--- config.mk ---
export PLATFORM = sky130hd
export DESIGN_NAME = rob_ring
export DESIGN_NICKNAME = d
export VERILOG_FILES = /design/src/rtl/rob_pkg.sv /design/src/rtl/rob_ctrl.sv /design/src/rtl/rob_store.sv /design/src/rtl/rob_ring.sv
export SDC_FILE = /design/constraint.sdc
export NUM_CORES = 2
export LEC_CHECK = 0
export BUFFER_PORTS_ARGS = -buffer_cell sky130_fd_sc_hd__buf_2
export CAP_MARGIN = 20
export CORE_MARGIN = 3
export CORE_UTILIZATION = 65
export CTS_CLUSTER_DIAMETER = 200
export CTS_CLUSTER_SIZE = 30
export DETAILED_ROUTE_END_ITERATION = 8
export GPL_ROUTABILITY_DRIVEN = 1
export GPL_TIMING_DRIVEN = 0
export PLACE_DENSITY = 0.86
export SLEW_MARGIN = 10
export SYNTH_ARGS = -nofsm -noshare
export SYNTH_HDL_FRONTEND = slang
export SYNTH_SLANG_ARGS = --single-unit
--- constraint.sdc ---
create_clock -name clk -period 13.4 [get_ports clk]
set_input_delay 0.67 -clock clk [delete_from_list [all_inputs] [get_ports clk]]
set_output_delay 0.67 -clock clk [all_outputs]
set_load 0.02 [all_outputs]
--- src/rtl/rob_pkg.sv ---
package rob_pkg;

  // Strobes issued by the control block to the slot storage each cycle.
  typedef struct packed {
    logic allocEn;   // write a fresh entry at the tail
    logic retireEn;  // drop the head entry
    logic killEn;    // selective flush of the younger region
  } robStrobe_t;

endpackage

--- src/rtl/rob_ctrl.sv ---
module rob_ctrl
  import rob_pkg::*;
#(
  parameter int DEPTH = 32,
  parameter int TAG_W = $clog2(DEPTH)
) (
  input  logic             clk,
  input  logic             rstN,
  input  logic             dispValid,
  input  logic             flushValid,
  input  logic [TAG_W-1:0] flushTag,
  input  logic             headValid,
  input  logic             headDone,
  input  logic             headExc,
  output logic [TAG_W-1:0] wrPtr,
  output logic [TAG_W-1:0] rdPtr,
  output logic [TAG_W-1:0] fillCount,
  output logic [TAG_W-1:0] killDepth,
  output robStrobe_t       strb,
  output logic             dispReady,
  output logic             commitFire,
  output logic             excFlag
);

  localparam logic [TAG_W-1:0] FULL_FILL = TAG_W'(DEPTH - 1);

  logic             isEmpty;
  logic             isFull;
  logic [TAG_W-1:0] brDepth;
  logic             flushOk;
  logic             headHit;
  logic             headReady;

  // Modular distances measured from the head.
  assign fillCount = wrPtr - rdPtr;
  assign brDepth   = flushTag - rdPtr;
  assign isEmpty   = (fillCount == '0);
  assign isFull    = (fillCount == FULL_FILL);

  // A flush only acts when its tag lies inside the occupied window.
  assign flushOk   = flushValid && (brDepth < fillCount);
  assign headHit   = flushOk && (brDepth == '0);

  assign headReady  = !isEmpty && headValid && headDone;
  assign commitFire = headReady && !headExc && !headHit;
  assign excFlag    = headReady && headExc;
  assign dispReady  = !isFull;
  assign killDepth  = brDepth;

  always_comb begin
    strb          = '0;
    strb.allocEn  = dispValid && !isFull && !flushOk;
    strb.retireEn = commitFire;
    strb.killEn   = flushOk;
  end

  always_ff @(posedge clk or negedge rstN) begin
    if (!rstN) begin
      wrPtr <= '0;
      rdPtr <= '0;
    end else begin
      if (flushOk) begin
        wrPtr <= flushTag;
      end else if (strb.allocEn) begin
        wrPtr <= wrPtr + 1'b1;
      end
      if (commitFire) begin
        rdPtr <= rdPtr + 1'b1;
      end
    end
  end

  AST_FULL_NO_ALLOC: assert property (@(posedge clk) disable iff (!rstN)
    isFull |-> !strb.allocEn);
  AST_EMPTY_NO_COMMIT: assert property (@(posedge clk) disable iff (!rstN)
    isEmpty |-> !commitFire);
  AST_HEAD_OCCUPIED: assert property (@(posedge clk) disable iff (!rstN)
    !isEmpty |-> headValid);
  AST_COMMIT_STEP: assert property (@(posedge clk) disable iff (!rstN)
    commitFire |=> rdPtr == TAG_W'($past(rdPtr) + 1'b1));
  AST_EXC_HOLDS: assert property (@(posedge clk) disable iff (!rstN)
    excFlag |=> rdPtr == $past(rdPtr));
  AST_FLUSH_REWIND: assert property (@(posedge clk) disable iff (!rstN)
    flushOk |=> wrPtr == $past(flushTag));

endmodule

--- src/rtl/rob_store.sv ---
module rob_store
  import rob_pkg::*;
#(
  parameter int DEPTH  = 32,
  parameter int TAG_W  = $clog2(DEPTH),
  parameter int REG_W  = 5,
  parameter int DATA_W = 32
) (
  input  logic              clk,
  input  logic              rstN,
  input  robStrobe_t        strb,
  input  logic [TAG_W-1:0]  allocIdx,
  input  logic [REG_W-1:0]  allocDest,
  input  logic              allocWrEn,
  input  logic [TAG_W-1:0]  headIdx,
  input  logic [TAG_W-1:0]  killDepth,
  input  logic              cmplValid,
  input  logic [TAG_W-1:0]  cmplTag,
  input  logic [DATA_W-1:0] cmplData,
  input  logic              cmplExc,
  output logic              headValid,
  output logic              headDone,
  output logic              headExc,
  output logic              headWrEn,
  output logic [REG_W-1:0]  headDest,
  output logic [DATA_W-1:0] headData
);

  logic [DEPTH-1:0]  validVec;
  logic [DEPTH-1:0]  doneVec;
  logic [DEPTH-1:0]  excVec;
  logic [DEPTH-1:0]  wrEnVec;
  logic [REG_W-1:0]  destArr [DEPTH];
  logic [DATA_W-1:0] dataArr [DEPTH];

  for (genvar i = 0; i < DEPTH; i++) begin : g_slot
    logic              vQ;
    logic              dQ;
    logic              eQ;
    logic              wQ;
    logic [REG_W-1:0]  rQ;
    logic [DATA_W-1:0] xQ;
    logic [TAG_W-1:0]  slotDepth;
    logic              killMe;
    logic              allocMe;
    logic              retireMe;
    logic              cmplMe;

    assign slotDepth = TAG_W'(i) - headIdx;
    assign killMe    = strb.killEn && (slotDepth >= killDepth);
    assign allocMe   = strb.allocEn && (allocIdx == TAG_W'(i));
    assign retireMe  = strb.retireEn && (headIdx == TAG_W'(i));
    assign cmplMe    = cmplValid && (cmplTag == TAG_W'(i)) && vQ;

    always_ff @(posedge clk or negedge rstN) begin
      if (!rstN) begin
        vQ <= 1'b0;
        dQ <= 1'b0;
        eQ <= 1'b0;
      end else if (killMe) begin
        vQ <= 1'b0;
      end else if (allocMe) begin
        vQ <= 1'b1;
        dQ <= 1'b0;
        eQ <= 1'b0;
      end else begin
        if (retireMe) vQ <= 1'b0;
        if (cmplMe) begin
          dQ <= 1'b1;
          eQ <= cmplExc;
        end
      end
    end

    always_ff @(posedge clk) begin
      if (allocMe) begin
        rQ <= allocDest;
        wQ <= allocWrEn;
      end
      if (cmplMe) xQ <= cmplData;
    end

    assign validVec[i] = vQ;
    assign doneVec[i]  = dQ;
    assign excVec[i]   = eQ;
    assign wrEnVec[i]  = wQ;
    assign destArr[i]  = rQ;
    assign dataArr[i]  = xQ;
  end

  assign headValid = validVec[headIdx];
  assign headDone  = doneVec[headIdx];
  assign headExc   = excVec[headIdx];
  assign headWrEn  = wrEnVec[headIdx];
  assign headDest  = destArr[headIdx];
  assign headData  = dataArr[headIdx];

  logic cmplLands;
  assign cmplLands = cmplValid && validVec[cmplTag] && !strb.killEn;

  AST_CMPL_MARKS_DONE: assert property (@(posedge clk) disable iff (!rstN)
    cmplLands |=> doneVec[$past(cmplTag)]);
  AST_ALLOC_FRESH: assert property (@(posedge clk) disable iff (!rstN)
    strb.allocEn |=> validVec[$past(allocIdx)] && !doneVec[$past(allocIdx)]);

endmodule

--- src/rtl/rob_ring.sv ---
module rob_ring
  import rob_pkg::*;
#(
  parameter int DEPTH  = 32,
  parameter int REG_W  = 5,
  parameter int DATA_W = 32,
  localparam int TAG_W = $clog2(DEPTH)
) (
  input  logic              clk,
  input  logic              rstN,
  input  logic              dispValid,
  input  logic [REG_W-1:0]  dispDest,
  input  logic              dispWrEn,
  output logic              dispReady,
  output logic [TAG_W-1:0]  dispTag,
  input  logic              cmplValid,
  input  logic [TAG_W-1:0]  cmplTag,
  input  logic [DATA_W-1:0] cmplData,
  input  logic              cmplExc,
  output logic              commitValid,
  output logic              commitWrEn,
  output logic [REG_W-1:0]  commitDest,
  output logic [DATA_W-1:0] commitData,
  output logic              excOut,
  output logic [TAG_W-1:0]  excTag,
  input  logic              flushValid,
  input  logic [TAG_W-1:0]  flushTag,
  output logic [TAG_W-1:0]  fillCount
);

  robStrobe_t       strb;
  logic [TAG_W-1:0] wrPtr;
  logic [TAG_W-1:0] rdPtr;
  logic [TAG_W-1:0] killDepth;
  logic             headValid;
  logic             headDone;
  logic             headExc;
  logic             headWrEn;
  logic             commitFire;
  logic             excFlag;

  rob_ctrl #(.DEPTH(DEPTH), .TAG_W(TAG_W)) u_ctrl (
    .clk        (clk),
    .rstN       (rstN),
    .dispValid  (dispValid),
    .flushValid (flushValid),
    .flushTag   (flushTag),
    .headValid  (headValid),
    .headDone   (headDone),
    .headExc    (headExc),
    .wrPtr      (wrPtr),
    .rdPtr      (rdPtr),
    .fillCount  (fillCount),
    .killDepth  (killDepth),
    .strb       (strb),
    .dispReady  (dispReady),
    .commitFire (commitFire),
    .excFlag    (excFlag)
  );

  rob_store #(.DEPTH(DEPTH), .TAG_W(TAG_W), .REG_W(REG_W), .DATA_W(DATA_W)) u_store (
    .clk       (clk),
    .rstN      (rstN),
    .strb      (strb),
    .allocIdx  (wrPtr),
    .allocDest (dispDest),
    .allocWrEn (dispWrEn),
    .headIdx   (rdPtr),
    .killDepth (killDepth),
    .cmplValid (cmplValid),
    .cmplTag   (cmplTag),
    .cmplData  (cmplData),
    .cmplExc   (cmplExc),
    .headValid (headValid),
    .headDone  (headDone),
    .headExc   (headExc),
    .headWrEn  (headWrEn),
    .headDest  (commitDest),
    .headData  (commitData)
  );

  assign dispTag     = wrPtr;
  assign commitValid = commitFire;
  assign commitWrEn  = commitFire && headWrEn;
  assign excOut      = excFlag;
  assign excTag      = rdPtr;

endmodule

**After elaboration in Yosys (flattened, before gate mapping)**

Cells that the tools add are included.

- Register bits: 1322
- Bits in latches: 0
- Memory bits (writable): 0
- Bits in read-only memories: 0
- Input port bits: 54
- Output and inout port bits: 56
- Word-level logic and storage cells: 909
- Memories kept: 0

- Add/sub/neg operators: 36
- $mul: 0
- Divide/modulo/power cells: 0
- Magnitude comparators: 35
- Equal/unequal tests: 94
- Shifts and indexed selects: 0
- Mux-type cells: 240
- Bitwise logic cells: 33
- Reduce and logical (&&, ||, !) cells: 277

Operators with widths:

| kind | number |
|---|---|
| $eq 5x5->1 const B | 49 |
| $mux 1 | 228 |
| $logic_and 1x1->1 | 170 |
| $bmux 32 s5 | 1 |
| $ge 5x5->1 | 32 |
| $eq 5x4->1 const B | 24 |
| $reduce_bool 3->1 | 32 |
| $sub 5x5->5 const A | 16 |
| $reduce_bool 2->1 | 33 |
| $mux 32 | 2 |
| $reduce_and 2->1 | 32 |
| $eq 5x3->1 const B | 12 |
| $sub 4x5->5 const A | 8 |
| $not 1->1 | 32 |
| $eq 5x2->1 const B | 6 |
| $bmux 5 s5 | 1 |
| $logic_not 5->1 | 5 |
| $bmux 1 s5 | 4 |
| $mux 5 | 4 |
| $sub 3x5->5 const A | 4 |
| $eq 5x1->1 const B | 3 |
| $add 5x1->5 const B | 2 |
| $sub 1x5->5 const A | 2 |
| $sub 2x5->5 const A | 2 |
| other kinds (6) | 11 |

**Longest topological paths before layout**

- Depth after elaboration: 11
- Mapped depth: 16
- Mapped depth without buffers: 15

**By module**

A second synthesis with hierarchy kept.

- Cell total of the unflattened synthesis: 3194
- Area total of the unflattened synthesis: 55097.8 µm²

By module, submodules not included:

| module | instances | cells an instance | area an instance (µm²) | seq. area each (µm²) |
|---|---|---|---|---|
| rob_store | 1 | 3088 | 54055.6 | 38917.3 |
| rob_ctrl | 1 | 105 | 1036.0 | 250.2 |
| rob_ring | 1 | 1 | 6.3 | 0.0 |

**Worst setup path before layout**

Ideal clock, no wire load.

- Path type: register to output
- Start point: register u_ctrl.rdPtr[2]
- End point: output port commitWrEn
- Data arrival time: 3.983 ns
- Required time: 12.730 ns
- Setup slack: 8.747 ns
- Stages on the path, launching flop included: 14
- Buffers on the path: 4
- Cells stage by stage: dfrtp_1 buf_2 buf_2 clkbuf_1 inv_1 ha_1 xor2_1 inv_1 ha_1 a21oi_1 o2111ai_2 nand3_2 buf_2 nor3_1

- Cells in the longest elaborated chain, start to end: 8
- Elaborated cells on any way between the ends: 23
- Those cells by class: add/sub: 2; order compare: 1; mux: 8; reduce/logical: 12

Ends and longest elaborated chain:

| item | line | text |
|---|---|---|
| from (decl) | rob_ctrl.sv:16 | `output logic [TAG_W-1:0] rdPtr,` |
| from (signal assigned) | rob_ctrl.sv:68 | `rdPtr <= rdPtr + 1'b1;` |
| $sub 5x5->5 (*) | rob_ctrl.sv:35 | `assign fillCount = wrPtr - rdPtr;` |
| via fillCount[2] | rob_ring.sv:28 | `output logic [TAG_W-1:0] fillCount` |
| parallel branches: the longest is 5 deep, another holds $lt 5x5->1 | -- |  |
| $logic_and 1x1->1 (*) | rob_ctrl.sv:45 | `assign commitFire = headReady && !headExc && !headHit;` |
| $logic_and 1x1->1 (*) | rob_ring.sv:84 | `assign commitWrEn = commitFire && headWrEn;` |
| to (decl) | rob_ring.sv:21 | `output logic commitWrEn,` |

Mark *: on every way through the listed nets, which the timed path passes. The select of a mux whose other input is x is not followed.

**Worst setup path in the final report**

- Start point: register u_ctrl.rdPtr[2]
- End point: output port commitValid

- Cells in the longest elaborated chain, start to end: 7
- Elaborated cells on any way between the ends: 20
- Those cells by class: add/sub: 2; order compare: 1; mux: 6; reduce/logical: 11

Ends and longest elaborated chain:

| item | line | text |
|---|---|---|
| parallel branches: the longest is 6 deep, another holds $sub 5x5->5 | -- |  |
| $logic_and 1x1->1 (*) | rob_ctrl.sv:45 |  |
| to (decl) | rob_ring.sv:20 | `output logic commitValid,` |

Mark *: on every way between the ends. The select of a mux whose other input is x is not followed.

==> results.md <==
- Outcome: finished, final reports clean
- Total grt overflow: 0
- Worst hold path type: input pin to flip-flop
- Tightest slew margin relative to the limit: between 10% and 20%
- Buffer cell driving the clock tree root: sky130_fd_sc_hd__clkbuf_16
- Top-count cell post-synth: sky130_fd_sc_hd__edfxtp_1
- Global-route met3 utilization: under 10%
- P per Cell Area: about 230 mW/mm^2
- Crit-path max cell delay: between 0.7 and 0.8 ns
- First-pass GRT wire length: about 240000 um
- Drt via density: 7.55
- Synthesized instance count: approximately 2900
- Die boundary width: 297 um
- Share of the yosys chip area belonging to registers: a little under three quarters
- Synthesis Warnings: 0
- Placer Congestion: a little over 1
- Core area: between 0.08 and 0.09 sq mm
- Setup CP Type: flip-flop to output pin
- VDD IR-drop max: between 200 and 300 uV
- Clock buffer depth: 3
- Post-layout net count: around 3300
- Setup repair after global routing missed its margin: false
- Number of flip-flops and latches in the synthesized netlist: 1322
- Worst-Margin Slew: around 1.2 ns
- Total negative slack for setup checks: 0 ns
- Combinational power share: 50.3%
- Slowest cell on the critical path: sky130_fd_sc_hd__dfrtp_1
- All-Layer GR Usage: about two fifths
- Starting DRC count in detailed routing: 5117
- Number of placed I/O pins: 110
- Setup slack of the worst register-to-register path: 7.34 ns
- Int Power: between 0.007 and 0.008 W
- Clock Skew: between 0.07 and 0.08 ns
- Final Worst Setup Slack: around 6.6 ns
- Share of total power in the clock network: approximately 14%
- Peak Freq: roughly 0.15 GHz
- Die H: 297 um
- Netlist area before placement: around 0.055 sq mm
- Buf+Inv Stages, Crit Path: 7
- Number of iterations in the first detailed-routing pass: 9
- Yosys cell types: 73
- Final Cycle Share: 50.9%
- Number of antenna violations at the first check in global routing: 18
- Critical path startpoint category: flip-flop
- Post-CTS setup repair buffer count: 0
- Clock H-tree levels: 2
- Die area: a little under 0.09 sq mm
- Post-detailed-route wirelength per cell: 39.7 um
- Final number of setup-violating endpoints: 0
- Most prevalent standard cell on the critical path: sky130_fd_sc_hd__buf_2
- Largest net degree at the start of global routing: 67
- Layout cells sized above 1: 23.8%
- Met2 track utilization from global routing: about three fifths
- Number of buffers created by CTS: 50
- Clock-pin slew on the worst setup and hold paths: approximately 0.14 ns
- Top area cells in the synthesized netlist: sky130_fd_sc_hd__edfxtp_1 66%, sky130_fd_sc_hd__mux4_2 16%, sky130_fd_sc_hd__dfrtp_1 4.8%, sky130_fd_sc_hd__ha_1 2.1%, sky130_fd_sc_hd__nand2_1 1.2%
- Critical path, cell by cell: buf_2, buf_2, clkbuf_1, inv_1, ha_1, a21o_1, a21oi_1, xnor2_1, inv_1, o2111ai_2, nand3_2, nor3_4, buf_4, buf_2
- Antenna viol nets, final: 0
- Hold-critical path endpoint: u_ctrl.wrPtr[4]
- Global routing's busiest layer: met2
- Nets in the synthesized netlist: 3019
- Leakage power total: slightly below 20 nW
- Portion of total power attributed to sequential cells: between 30 and 40%
- Number of sinks handled by clock tree synthesis: 1322
- Switching power share of the total: between 40% and 50%
- Dominant register cell in the synthesized netlist: sky130_fd_sc_hd__edfxtp_1
- Clock tree from TritonCTS: yes
- Async SR Flop Fraction: 8.02%
- Max capacitance violation total: 0
- Post-synth top area cell: sky130_fd_sc_hd__edfxtp_1
- Required time at the endpoint of the critical path: 12.73 ns
- Routed vias: ~32000
- Synthesis-to-layout area growth: 8.68%
- CP arrival: just over 6 ns
- Effective utilization at floorplan: around two thirds
- Worst flop-to-flop path startpoint: u_ctrl.rdPtr[2]
- Kind of capture point of the worst setup path: output pin
- Net Switching: between 0.005 and 0.006 W
- Worst reg2reg path depth: 15
- Final number of hold-violating endpoints: 0
- Number of I/O port buffers: roughly 110
- Via count of the first global-routing pass: ~32000
- Remaining DRCs: 0
- Number of enable flip-flop cells after synthesis: around 1200
- Row count: about 110
- Layout filler cell count: 4825
- Synthesized area per cell: 19.2 sq um
- R2R Path End: u_store.g_slot[25].eQ
- Hpwl dp: approximately 110000 um
- Crit path time final: approximately 7 ns
- Total count of max-transition violations in the final report: 0
- Worst min-delay path startpoint: flushTag[4]
- Fin Hold WS: 0.236 ns
- Top cells by instance count after synthesis: 1216 x sky130_fd_sc_hd__edfxtp_1, 380 x sky130_fd_sc_hd__mux4_2, 171 x sky130_fd_sc_hd__nand2_1
- Worst Setup Slack post-DPL: ~6.1 ns
- Global-route track usage on met1: 50.2%
- Detailed Route WL: approximately 170000 um
- Final Total Pwr: roughly 0.014 W
- Top delay family on crit path: buffers and inverters
- Clock Latency Late Sink: roughly 0.69 ns
- Portion of synthesized cell area occupied by the leading cell type: ~66%
- Number of cells upsized or downsized after cts: 0
- Cell depth of the worst hold path: 3
- Maximum fanout along the worst path: 13
==> worst min-delay path: cells and delay by family <==
family / cells / cell delay, ns
buffers and inverters: 1 / 0.10
and+or+nand+nor: 1 / 0.05
AOI/OAI and AO/OA: 1 / 0.06
==> power groups by stage <==
| stage | logic [W] | clock network, W | registers, W |
|---|---|---|---|
| 2_1_floorplan | 0.00405 | 0 | 0.00485 |
| 3_3_place_gp | 0.00614 | 0 | 0.00488 |
| 3_5_place_dp | 0.00648 | 0 | 0.00489 |
| 4_1_cts | 0.00657 | 0.00190 | 0.00480 |
| 5_1_grt | 0.00710 | 0.00203 | 0.00482 |
| 6_report | 0.00679 | 0.00191 | 0.00481 |
==> sequential cells by signal, summed over array words and instances (netlist names) <==
name / cells
u_store.g_slot.dQ: 32
u_store.g_slot.wQ: 32
u_store.g_slot.xQ: 1024
u_store.g_slot.vQ: 32
u_ctrl.wrPtr: 5
u_store.g_slot.eQ: 32
u_ctrl.rdPtr: 5
u_store.g_slot.rQ: 160
==> metrics by stage <==
stage	std cells	utilization (%)	cell area, sq um
floorplan	2870	-	55000
global placement	4112	68.0	56900
detailed placement	4169	69.4	58100
CTS	4241	71.1	59500
global route	4264	71.4	59700
finish	4270	71.4	59700
==> routing by layer <==
layer  wire length (um)  vias up  share of wire (%)
li1                   -    12200                  -
met1              54500    16300                 32
met2              80900     3034                 48
met3              21700      674                 13
met4              12100       16                7.2
met5                 92        -              0.054
==> what timing repair did <==
item / in CTS / in global routing
endpoints found under the setup margin: 0 / 0
hold buffers: 1 / 0
endpoints found under the hold margin: 40 / 0
==> logic make-up (layout without fill, tap and decap cells) <==
| logic type | after synthesis | in the layout | synth area share (%) |
|---|---|---|---|
| other | 0 | 9 | 0 |
| AO/OA/AOI/OAI | 393 | 393 | 4.90 |
| adder cells (fa/ha/maj) | 97 | 97 | 2.23 |
| XOR/XNOR | 33 | 33 | 0.526 |
| flip-flops | 1322 | 1322 | 71.2 |
| buffers and inverters | 252 | 509 | 1.82 |
| AND/OR/NAND/NOR | 378 | 378 | 3.43 |
| multiplexers | 395 | 395 | 15.8 |
==> layout by cell type, fill, tap and decap left out, drive strengths merged, types with 20 or more instances in the layout <==
master	instances
nand2	171
ha	93
xnor2	25
nor3	34
o21bai	20
edfxtp	1216
inv	103
nand4	39
a31oi	32
a21o	38
nor2	23
and3	32
o21ai	77
clkbuf	139
mux4	380
o211ai	28
dfrtp	106
buf	263
a21oi	81
==> worst max-delay path by stage <==
stage | startpoint | end | slack [ns] | cells after the start
floorplan | u_ctrl.rdPtr[2] | commitWrEn | 8.75 | 13
global placement | u_ctrl.rdPtr[2] | commitValid | 6.29 | 14
detailed placement | u_ctrl.rdPtr[2] | commitValid | 6.14 | 14
CTS | u_ctrl.rdPtr[2] | commitValid | 5.41 | 14
global route | u_ctrl.rdPtr[2] | commitValid | 6.45 | 14
finish | u_ctrl.rdPtr[2] | commitValid | 6.58 | 14
==> layout make-up <==
cell class                 count  area [sq um]  share of cell area (%)
sequential                  1322         39200                    65.6
multi-input combinational   1296         14900                    24.9
timing repair buffer         186          1840                    3.08
tap                         1134          1420                    2.37
clock buffer                  68          1320                    2.21
buffer                       149           623                    1.04
inverter                     103           387                   0.647
clock inverter                 3          68.8                   0.115
antenna                        9          22.5                  0.0377
(Power assumes the default switching activity.)
